**src/rtl/txv_pkg.sv**
```systemverilog
package txv_pkg;
  typedef enum logic [3:0] {
    ERR_NONE     = 4'd0,
    ERR_NO_SOP   = 4'd1,
    ERR_NOT_OWN  = 4'd2,
    ERR_NEXT0    = 4'd3,
    ERR_BUFPTR0  = 4'd4,
    ERR_BUFLEN0  = 4'd5,
    ERR_SHORT    = 4'd6
  } txv_err_e;
endpackage

```
**src/rtl/txv_rule_check.sv**
```systemverilog
module txv_rule_check
  import txv_pkg::*;
#(
  parameter int ADDR_W = 32,
  parameter int LEN_W  = 16,
  parameter int SUM_W  = 24
) (
  input  logic              sop,
  input  logic              eop,
  input  logic              own,
  input  logic [ADDR_W-1:0] next_ptr,
  input  logic [ADDR_W-1:0] buf_ptr,
  input  logic [LEN_W-1:0]  buf_len,
  input  logic [LEN_W-1:0]  pkt_len,
  input  logic              chan_open,
  input  logic [SUM_W-1:0]  chan_sum,
  input  logic [LEN_W-1:0]  chan_pkt,
  output txv_err_e          code,
  output logic [SUM_W-1:0]  sum_next
);
  logic [SUM_W-1:0] base;
  logic [SUM_W:0]   wide;
  logic [LEN_W-1:0] target;

  // Running sum including this descriptor, saturating at the top.
  always_comb begin
    base     = sop ? '0 : chan_sum;
    wide     = {1'b0, base} + {{(SUM_W + 1 - LEN_W){1'b0}}, buf_len};
    sum_next = wide[SUM_W] ? {SUM_W{1'b1}} : wide[SUM_W-1:0];
    target   = sop ? pkt_len : chan_pkt;
  end

  // Priority: lowest code wins.
  always_comb begin
    code = ERR_NONE;
    if (!sop && !chan_open)
      code = ERR_NO_SOP;
    else if (sop && !own)
      code = ERR_NOT_OWN;
    else if (next_ptr == '0 && !eop)
      code = ERR_NEXT0;
    else if (buf_ptr == '0)
      code = ERR_BUFPTR0;
    else if (buf_len == '0)
      code = ERR_BUFLEN0;
    else if (eop && (sum_next < {{(SUM_W - LEN_W){1'b0}}, target}))
      code = ERR_SHORT;
  end
endmodule

```
**src/rtl/txv_chan_track.sv**
```systemverilog
module txv_chan_track #(
  parameter int CHANS = 8,
  parameter int LEN_W = 16,
  parameter int SUM_W = 24,
  localparam int CH_W = $clog2(CHANS)
) (
  input  logic             clk,
  input  logic             rst_n,
  input  logic             upd,
  input  logic [CH_W-1:0]  chan,
  input  logic             sop,
  input  logic             eop,
  input  logic [LEN_W-1:0] pkt_len,
  input  logic [SUM_W-1:0] sum_next,
  output logic             cur_open,
  output logic [SUM_W-1:0] cur_sum,
  output logic [LEN_W-1:0] cur_pkt
);
  logic [CHANS-1:0] open_q;
  logic [SUM_W-1:0] sum_q [CHANS];
  logic [LEN_W-1:0] pkt_q [CHANS];

  for (genvar c = 0; c < CHANS; c++) begin : g_ch
    logic hit;
    assign hit = upd && (chan == CH_W'(c));

    always_ff @(posedge clk) begin
      if (!rst_n) begin
        open_q[c] <= 1'b0;
        sum_q[c]  <= '0;
        pkt_q[c]  <= '0;
      end else if (hit) begin
        open_q[c] <= !eop;
        sum_q[c]  <= sum_next;
        if (sop) pkt_q[c] <= pkt_len;
      end
    end

    AST_OPEN_ON_SOP: assert property (@(posedge clk) disable iff (!rst_n)
      (hit && sop && !eop) |=> open_q[c]);
    AST_CLOSE_ON_EOP: assert property (@(posedge clk) disable iff (!rst_n)
      (hit && eop) |=> !open_q[c]);
  end

  assign cur_open = open_q[chan];
  assign cur_sum  = sum_q[chan];
  assign cur_pkt  = pkt_q[chan];
endmodule

```
**src/rtl/txv_err_latch.sv**
```systemverilog
module txv_err_latch
  import txv_pkg::*;
#(
  parameter int CH_W = 3
) (
  input  logic            clk,
  input  logic            rst_n,
  input  logic            take,
  input  txv_err_e        code,
  input  logic [CH_W-1:0] chan,
  input  logic            stat_rd,
  output logic [3:0]      err_code,
  output logic [CH_W-1:0] err_chan,
  output logic            host_irq,
  output logic            accept_en
);
  logic            live_q;
  logic            irq_q;
  logic [3:0]      code_q;
  logic [CH_W-1:0] chan_q;

  always_ff @(posedge clk) begin
    if (!rst_n) begin
      live_q <= 1'b0;
      irq_q  <= 1'b0;
      code_q <= '0;
      chan_q <= '0;
    end else begin
      live_q <= 1'b1;
      if (!irq_q && take && code != ERR_NONE) begin
        irq_q  <= 1'b1;
        code_q <= code;
        chan_q <= chan;
      end else if (stat_rd) begin
        chan_q <= '0;
      end
    end
  end

  assign accept_en = live_q && !irq_q;
  assign err_code  = code_q;
  assign err_chan  = chan_q;
  assign host_irq  = irq_q;

  AST_IRQ_STICKY: assert property (@(posedge clk) disable iff (!rst_n)
    irq_q |=> irq_q);
  AST_CODE_FROZEN: assert property (@(posedge clk) disable iff (!rst_n)
    irq_q |=> $stable(code_q));
  AST_READ_CLEARS_CHAN: assert property (@(posedge clk) disable iff (!rst_n)
    (irq_q && stat_rd) |=> chan_q == '0);
  AST_QUIET_NO_ERR: assert property (@(posedge clk) disable iff (!rst_n)
    !irq_q |-> (code_q == '0 && chan_q == '0));
endmodule

```
**src/rtl/txdesc_validator.sv**
```systemverilog
module txdesc_validator
  import txv_pkg::*;
#(
  parameter int CHANS  = 8,
  parameter int ADDR_W = 32,
  parameter int LEN_W  = 16,
  parameter int SUM_EXTRA = 8,
  localparam int CH_W  = $clog2(CHANS),
  localparam int SUM_W = LEN_W + SUM_EXTRA
) (
  input  logic              clk,
  input  logic              rst_n,
  input  logic              desc_valid,
  output logic              desc_ready,
  input  logic [CH_W-1:0]   desc_chan,
  input  logic              desc_sop,
  input  logic              desc_eop,
  input  logic              desc_own,
  input  logic [ADDR_W-1:0] desc_next,
  input  logic [ADDR_W-1:0] desc_bufptr,
  input  logic [LEN_W-1:0]  desc_buflen,
  input  logic [LEN_W-1:0]  desc_pktlen,
  input  logic              stat_rd,
  output logic [3:0]        err_code,
  output logic [CH_W-1:0]   err_chan,
  output logic              host_irq,
  output logic              idle
);
  logic             take;
  logic             accept_en;
  logic             cur_open;
  logic [SUM_W-1:0] cur_sum;
  logic [LEN_W-1:0] cur_pkt;
  logic [SUM_W-1:0] sum_next;
  txv_err_e         rule_code;

  assign desc_ready = accept_en;
  assign idle       = accept_en;
  assign take       = desc_valid && accept_en;

  txv_rule_check #(.ADDR_W(ADDR_W), .LEN_W(LEN_W), .SUM_W(SUM_W)) u_rules (
    .sop(desc_sop), .eop(desc_eop), .own(desc_own),
    .next_ptr(desc_next), .buf_ptr(desc_bufptr),
    .buf_len(desc_buflen), .pkt_len(desc_pktlen),
    .chan_open(cur_open), .chan_sum(cur_sum), .chan_pkt(cur_pkt),
    .code(rule_code), .sum_next(sum_next)
  );

  txv_chan_track #(.CHANS(CHANS), .LEN_W(LEN_W), .SUM_W(SUM_W)) u_track (
    .clk(clk), .rst_n(rst_n),
    .upd(take && rule_code == ERR_NONE),
    .chan(desc_chan), .sop(desc_sop), .eop(desc_eop),
    .pkt_len(desc_pktlen), .sum_next(sum_next),
    .cur_open(cur_open), .cur_sum(cur_sum), .cur_pkt(cur_pkt)
  );

  txv_err_latch #(.CH_W(CH_W)) u_latch (
    .clk(clk), .rst_n(rst_n), .take(take), .code(rule_code),
    .chan(desc_chan), .stat_rd(stat_rd),
    .err_code(err_code), .err_chan(err_chan),
    .host_irq(host_irq), .accept_en(accept_en)
  );

  AST_LATCH_ON_ERR: assert property (@(posedge clk) disable iff (!rst_n)
    (take && rule_code != ERR_NONE) |=>
      (host_irq && err_code == 4'($past(rule_code)) && err_chan == $past(desc_chan)));
  AST_OWN_AT_SOP: assert property (@(posedge clk) disable iff (!rst_n)
    (take && desc_sop && !desc_own) |-> rule_code == ERR_NOT_OWN);
  AST_NO_TAKE_IN_ERR: assert property (@(posedge clk) disable iff (!rst_n)
    host_irq |=> ($stable(err_code) && !idle));
endmodule

```
**config.mk**
```make
export PLATFORM = sky130hd
export DESIGN_NAME = txdesc_validator
export DESIGN_NICKNAME = d
export VERILOG_FILES = /design/src/rtl/txv_pkg.sv /design/src/rtl/txv_rule_check.sv /design/src/rtl/txv_chan_track.sv /design/src/rtl/txv_err_latch.sv /design/src/rtl/txdesc_validator.sv
export SDC_FILE = /design/constraint.sdc
export NUM_CORES = 1
export LEC_CHECK = 0
export ABC_CLOCK_PERIOD_IN_PS = 11470
export BUFFER_PORTS_ARGS = -buffer_cell sky130_fd_sc_hd__buf_2
export CAP_MARGIN = 20
export CORE_MARGIN = 2
export CORE_UTILIZATION = 60
export CTS_CLUSTER_DIAMETER = 50
export DETAILED_ROUTE_END_ITERATION = 12
export GPL_ROUTABILITY_DRIVEN = 0
export HOLD_SLACK_MARGIN = 0.03
export PLACE_DENSITY = 0.85
export SYNTH_ARGS = -nofsm -noshare
export SYNTH_HDL_FRONTEND = slang
export SYNTH_SLANG_ARGS = --single-unit
export TNS_END_PERCENT = 1
```
**constraint.sdc**
```tcl
create_clock -name clk -period 11.47 [get_ports clk]
set_clock_uncertainty 0.1 [all_clocks]
set_input_delay 1.147 -clock clk [delete_from_list [all_inputs] [get_ports clk]]
set_output_delay 1.147 -clock clk [all_outputs]
set_load 0.01 [all_outputs]
```
## Word level (Yosys, flattened, before mapping)

Memories as Yosys holds them, arrays and structs flattened.
Index checks and enable logic that the tools add are counted.

- Bits in registers: 17
- RAM bits: 320
- Bits of input ports: 106
- Memories: 2

Memory list:

| memory | words | width | rd ports | clocked after memory_dff | write ports | line | RTL |
|---|---|---|---|---|---|---|---|
| u_track.sum_q | 8 | 24 | 1 | 0 | 8 | txv_chan_track.sv:20 | `logic [SUM_W-1:0] sum_q [CHANS];` |
| u_track.pkt_q | 8 | 16 | 1 | 0 | 8 | txv_chan_track.sv:21 | `logic [LEN_W-1:0] pkt_q [CHANS];` |

- $add $sub $neg: 1
- $lt $le $gt $ge: 2
- Equal/unequal tests: 7
- Mux-type cells: 80
- Bitwise gates (word level): 16
- Reductions and logical operators: 29

Operators by type and width:

| cell | count |
|---|---|
| two-way mux 24 bit | 10 |
| two-way mux 16 bit | 9 |
| logical NOT 32 bit | 2 |
| two-way mux 1 bit | 52 |
| adder 24 x 16 -> 25 bit | 1 |
| less-than comparator 24 x 16 -> 1 bit | 1 |
| two-way mux 4 bit | 5 |
| logical AND 1 bit | 17 |
| logical NOT 16 bit | 1 |
| OR 1 bit | 16 |
| == test 3 bit (second input constant) | 4 |
| two-way mux 3 bit | 3 |
| == test 3 x 2 -> 1 bit (second input constant) | 2 |
| logical NOT 1 bit | 5 |
| logical NOT 4 bit | 1 |
| less-than comparator 3 x 4 -> 1 bit (second input constant) | 1 |
| nonzero test 4 bit | 1 |
| binary-select mux 1 bit (select 3 bit) | 1 |
| == test 3 x 1 -> 1 bit (second input constant) | 1 |
| logical NOT 3 bit | 1 |
| nonzero test 2 bit | 1 |

## Depth between registers and ports, before layout

An unclocked memory read counts as a cell.

- Depth after elaboration: 19
- Gate-level depth with buffers: 32
- Gate-level depth less buffers: 24

## Hierarchy

A second synthesis with hierarchy kept.

- Cell total of the unflattened synthesis: 1,237
- Area, all modules: 17,596.9 sq um

Modules (own cells, without submodules):

| module | instances | cells an instance | area each (sq um) | seq. area each (sq um) |
|---|---|---|---|---|
| txv_chan_track | 1 | 897 | 15,021.9 | 9,769.4 |
| txv_rule_check | 1 | 300 | 2,189.6 | 0.0 |
| txv_err_latch | 1 | 36 | 359.1 | 180.2 |
| txdesc_validator | 1 | 4 | 26.3 | 0.0 |

## Worst setup path after synthesis

No wires, ideal clock.

- Path kind: input port to flip-flop
- From: input desc_chan[0]
- To: memory u_track.sum_q[4][0] (enable)
- Data arrival time: 8.970 ns
- Setup slack: 1.961 ns
- Stages: 30
- Path buffers: 7
- Cell sequence: buf_4 buf_8 buf_4 buf_1 buf_1 mux4_2 nand2_1 a21oi_1 ha_1 fa_1 a211oi_1 o211ai_1 o211a_1 a21oi_1 o21bai_1 a31oi_1 o21ai_0 xor2_1 nor2_1 inv_1 ha_1 nand2_1 or3_1 nor4_1 a211oi_1 nand4_2 o211ai_2 buf_6 clkbuf_1 o21ai_0

RTL lines:

| element | line | RTL |
|---|---|---|
| start: declaration | txdesc_validator.sv:15 | `input logic [CH_W-1:0] desc_chan,` |
| end: declaration | txv_chan_track.sv:20 |  |

==> results.toml <==
[critical_path]
rr_worst_depth = 25
cp_top_family = "compound AO/OA/AOI/OAI gates"
cp-end-kind = "flop"
critPathMaxStageDelay_ns = 0.76
path_class = "in -> reg"
crit_slowest_cell = "nor3_4"
critPathBufInv = 5
path_depth = 26
crit_path_frequent_cell = "buf_4"
required_ns = 11.63
cp_max_fo = 47
start_kind = "input pin"
crit_arrival_ns = 9.08

[power_and_ir_drop]
ir_worst_vdd_v = 0.000125
power_density_nw_per_um2 = 157
p_leak_uw = 0.00702

[floorplanning]
die-area_sq_um = 28700
initial_utilization_pct = 60.9
die_y_um = 169
row_count = 60
fp.dieW_um = 169
io_pins = 116
core_area_sq_um = 27000

[timing]
tightest_slew_ns = 0.905
finalCriticalPeriod_ns = 8.92
tns_ns = 0
post-route-period-util_pct = 77.7
finalSetupViolCount = 0
finalWorstSetupSlack_ns = 2.55
fmax_mhz = 112
relSlewSlack_pct = 39.5
finalHoldViolations = 0
slew_viol_final = 0
rsz0062_at_grt = "no"

[clock_tree]
cts_buffers = 38
cts_tree = "yes"
cts_sinks = 336
clk_path_buf_depth = 3
cts_resized = 0
cts_hold_buffers = 0
post_cts_buffers = 0
insertion_delay_ns = 0.53
cts.clk_slew.worst_paths_ns = 0.06
clockRootBuffer = "clkbuf_16"
htree_levels = 2

[global_route]
antenna_found_initial = 0
grt_pass1_vias = 12017
grt_max_degree = 58
use_met2_pct = 49.5
gr-usage-met3_pct = 8.00
grtUsageMet1_pct = 39.2
grt_overflow = 0
grt_pass1_wl_mm = 66.0
grt.busiest_layer = "met2"
grt_usage_pct = 30.6

[routing]
drt_iter0_markers = 1798
wl_per_cell_um = 24.4
wirelength_mm = 43.3
viasPerCell = 6.57
ant_nets = 0
num_vias = 11653
drcViolationCount = 0
firstDrtPassIters = 6

[yosys]
synthesis.instances = 1301
synthArstFlopShare_pct = 0
yosys.area.top_type_share_pct = 58.5
syn_nets = 1439
synth-seq-cells = 336
synth.area.top_cells = "edfxtp_1 59%, mux4_2 10%, nor2_1 7.9%"
synth_top_cell_by_area = "edfxtp_1"
seq_area_frac_synth_pct = 60.5
ys_warn_count = 0
ys.flop_type = "edfxtp_1"
synth_edf_count = 320
postSynthAreaPerCell_sq_um = 12.6
yosysUniqueCellTypes = 64
mappedNetlistArea_sq_um = 16400

[layout]
antenna_cells = 0
final_cells = 1773
final_nets = 1544
final_area_sq_um = 18500
syn_to_final_growth_pct = 12.9
drive_gt1_share_pct = 21.9

[status]
outcome = "complete, no violations"

[place]
place_ws_ns = 2.23
io_buffers = 114
dp_hpwl_mm = 27.0
place_area_sq_um = 17300
placed_cells = 1706

[worst_hold_path]
hp-class = "reg -> reg"
hold_depth = 2

[run]
drv_cap = 0
-- cell usage after synthesis, types with 5 or more instances --
library cell	instances
edfxtp_1	320
dfxtp_1	16
buf_2	17
buf_6	7
nand2b_1	6
mux2i_1	40
ha_1	31
clkbuf_1	37
nand2_1	95
nand3b_1	5
xnor2_1	8
mux4_2	76
a21oi_1	40
nor3_1	16
buf_1	13
nor2b_1	5
a211oi_1	11
nand4_1	12
or3_1	11
a21o_1	11
o21ai_0	26
nor2_2	9
nor4_1	21
o31ai_1	8
buf_4	6
xor2_1	5
inv_1	25
nor2_1	345
o21a_1	17
nand3_1	5
-- tightest hold or removal path, cell delays in order (launching register included) --
cell and delay, ns:
dfxtp_1 0.31, nand2_1 0.05, mux2i_1 0.05
-- placed cells by master, fill, tap and decap left out, types with 20 or more instances in the layout --
cell,count
a21oi_1,40
buf_2,112
buf_4,31
clkbuf_16,39
edfxtp_1,320
ha_1,31
inv_1,25
mux2i_1,40
mux4_2,76
nand2_1,95
nor2_1,345
nor4_1,21
o21ai_0,20
-- cells by family after synthesis --
group,Yosys count,synth area share [%]
muxes,119,13.1
buffers and inverters,108,3.12
adders and majority gates,32,2.48
and+or+nand+nor,545,14.1
other,1,0.0228
DFF,336,60.5
xor gates and xnor gates,13,0.693
AOI/OAI and AO/OA,147,6.07
-- power breakdown --
group | internal (uW) | switching, uW | total (uW)
Sequential | 1380 | 12.8 | 1400
Combinational | 119 | 221 | 339
Clock | 682 | 495 | 1180
Total | 2180 | 729 | 2910
-- flip-flops by register name, indices dropped and copies added, names as in the netlist --
register	flops
u_track.open_q	8
u_latch.err_chan	3
u_track.pkt_q	128
u_latch.live_q	1
u_latch.host_irq	1
u_track.sum_q	192
u_latch.err_code	3
-- metal layers --
layer	up-vias	routed length, um	part of all wire [%]
met3	160	5230	12
li1	5000	-	-
met5	-	0	0
met2	843	20500	47
met1	5650	15600	36
met4	0	2000	4.6
-- layout make-up --
| cell class | count | area [sq um] |
|---|---|---|
| fill | 1673 | 8410 |
| sequential | 336 | 9930 |
| multi-input combinational | 857 | 6030 |
| tap | 341 | 427 |
| clock buffer | 47 | 1020 |
| clock inverter | 19 | 196 |
| timing repair buffer | 146 | 840 |
| inverter | 27 | 101 |
-- worst paths after layout --
kind / startpoint / to / slack (ns)
setup / recovery: desc_chan[1] / u_track.sum_q[7][23] / 2.55
hold / removal: u_track.open_q[4] / u_track.open_q[4] / 0.36
setup reg to reg: u_track.sum_q[2][0] / u_track.sum_q[7][23] / 3.56
hold reg to reg: u_track.open_q[4] / u_track.open_q[4] / 0.36
-- per-stage QoR --
stage | total power (uW) | util, % | hold WS (ns)
after global routing | 2990 | 68.8 | 0.380
after global placement | 1730 | 64.2 | 0.345
after detailed placement | 1750 | 64.2 | 0.351
final | 2910 | 68.8 | 0.359
after floorplan | 1630 | - | 0.332
after CTS | 2910 | 68.7 | 0.359
No activity file was read; power rests on OpenSTA's default activity.
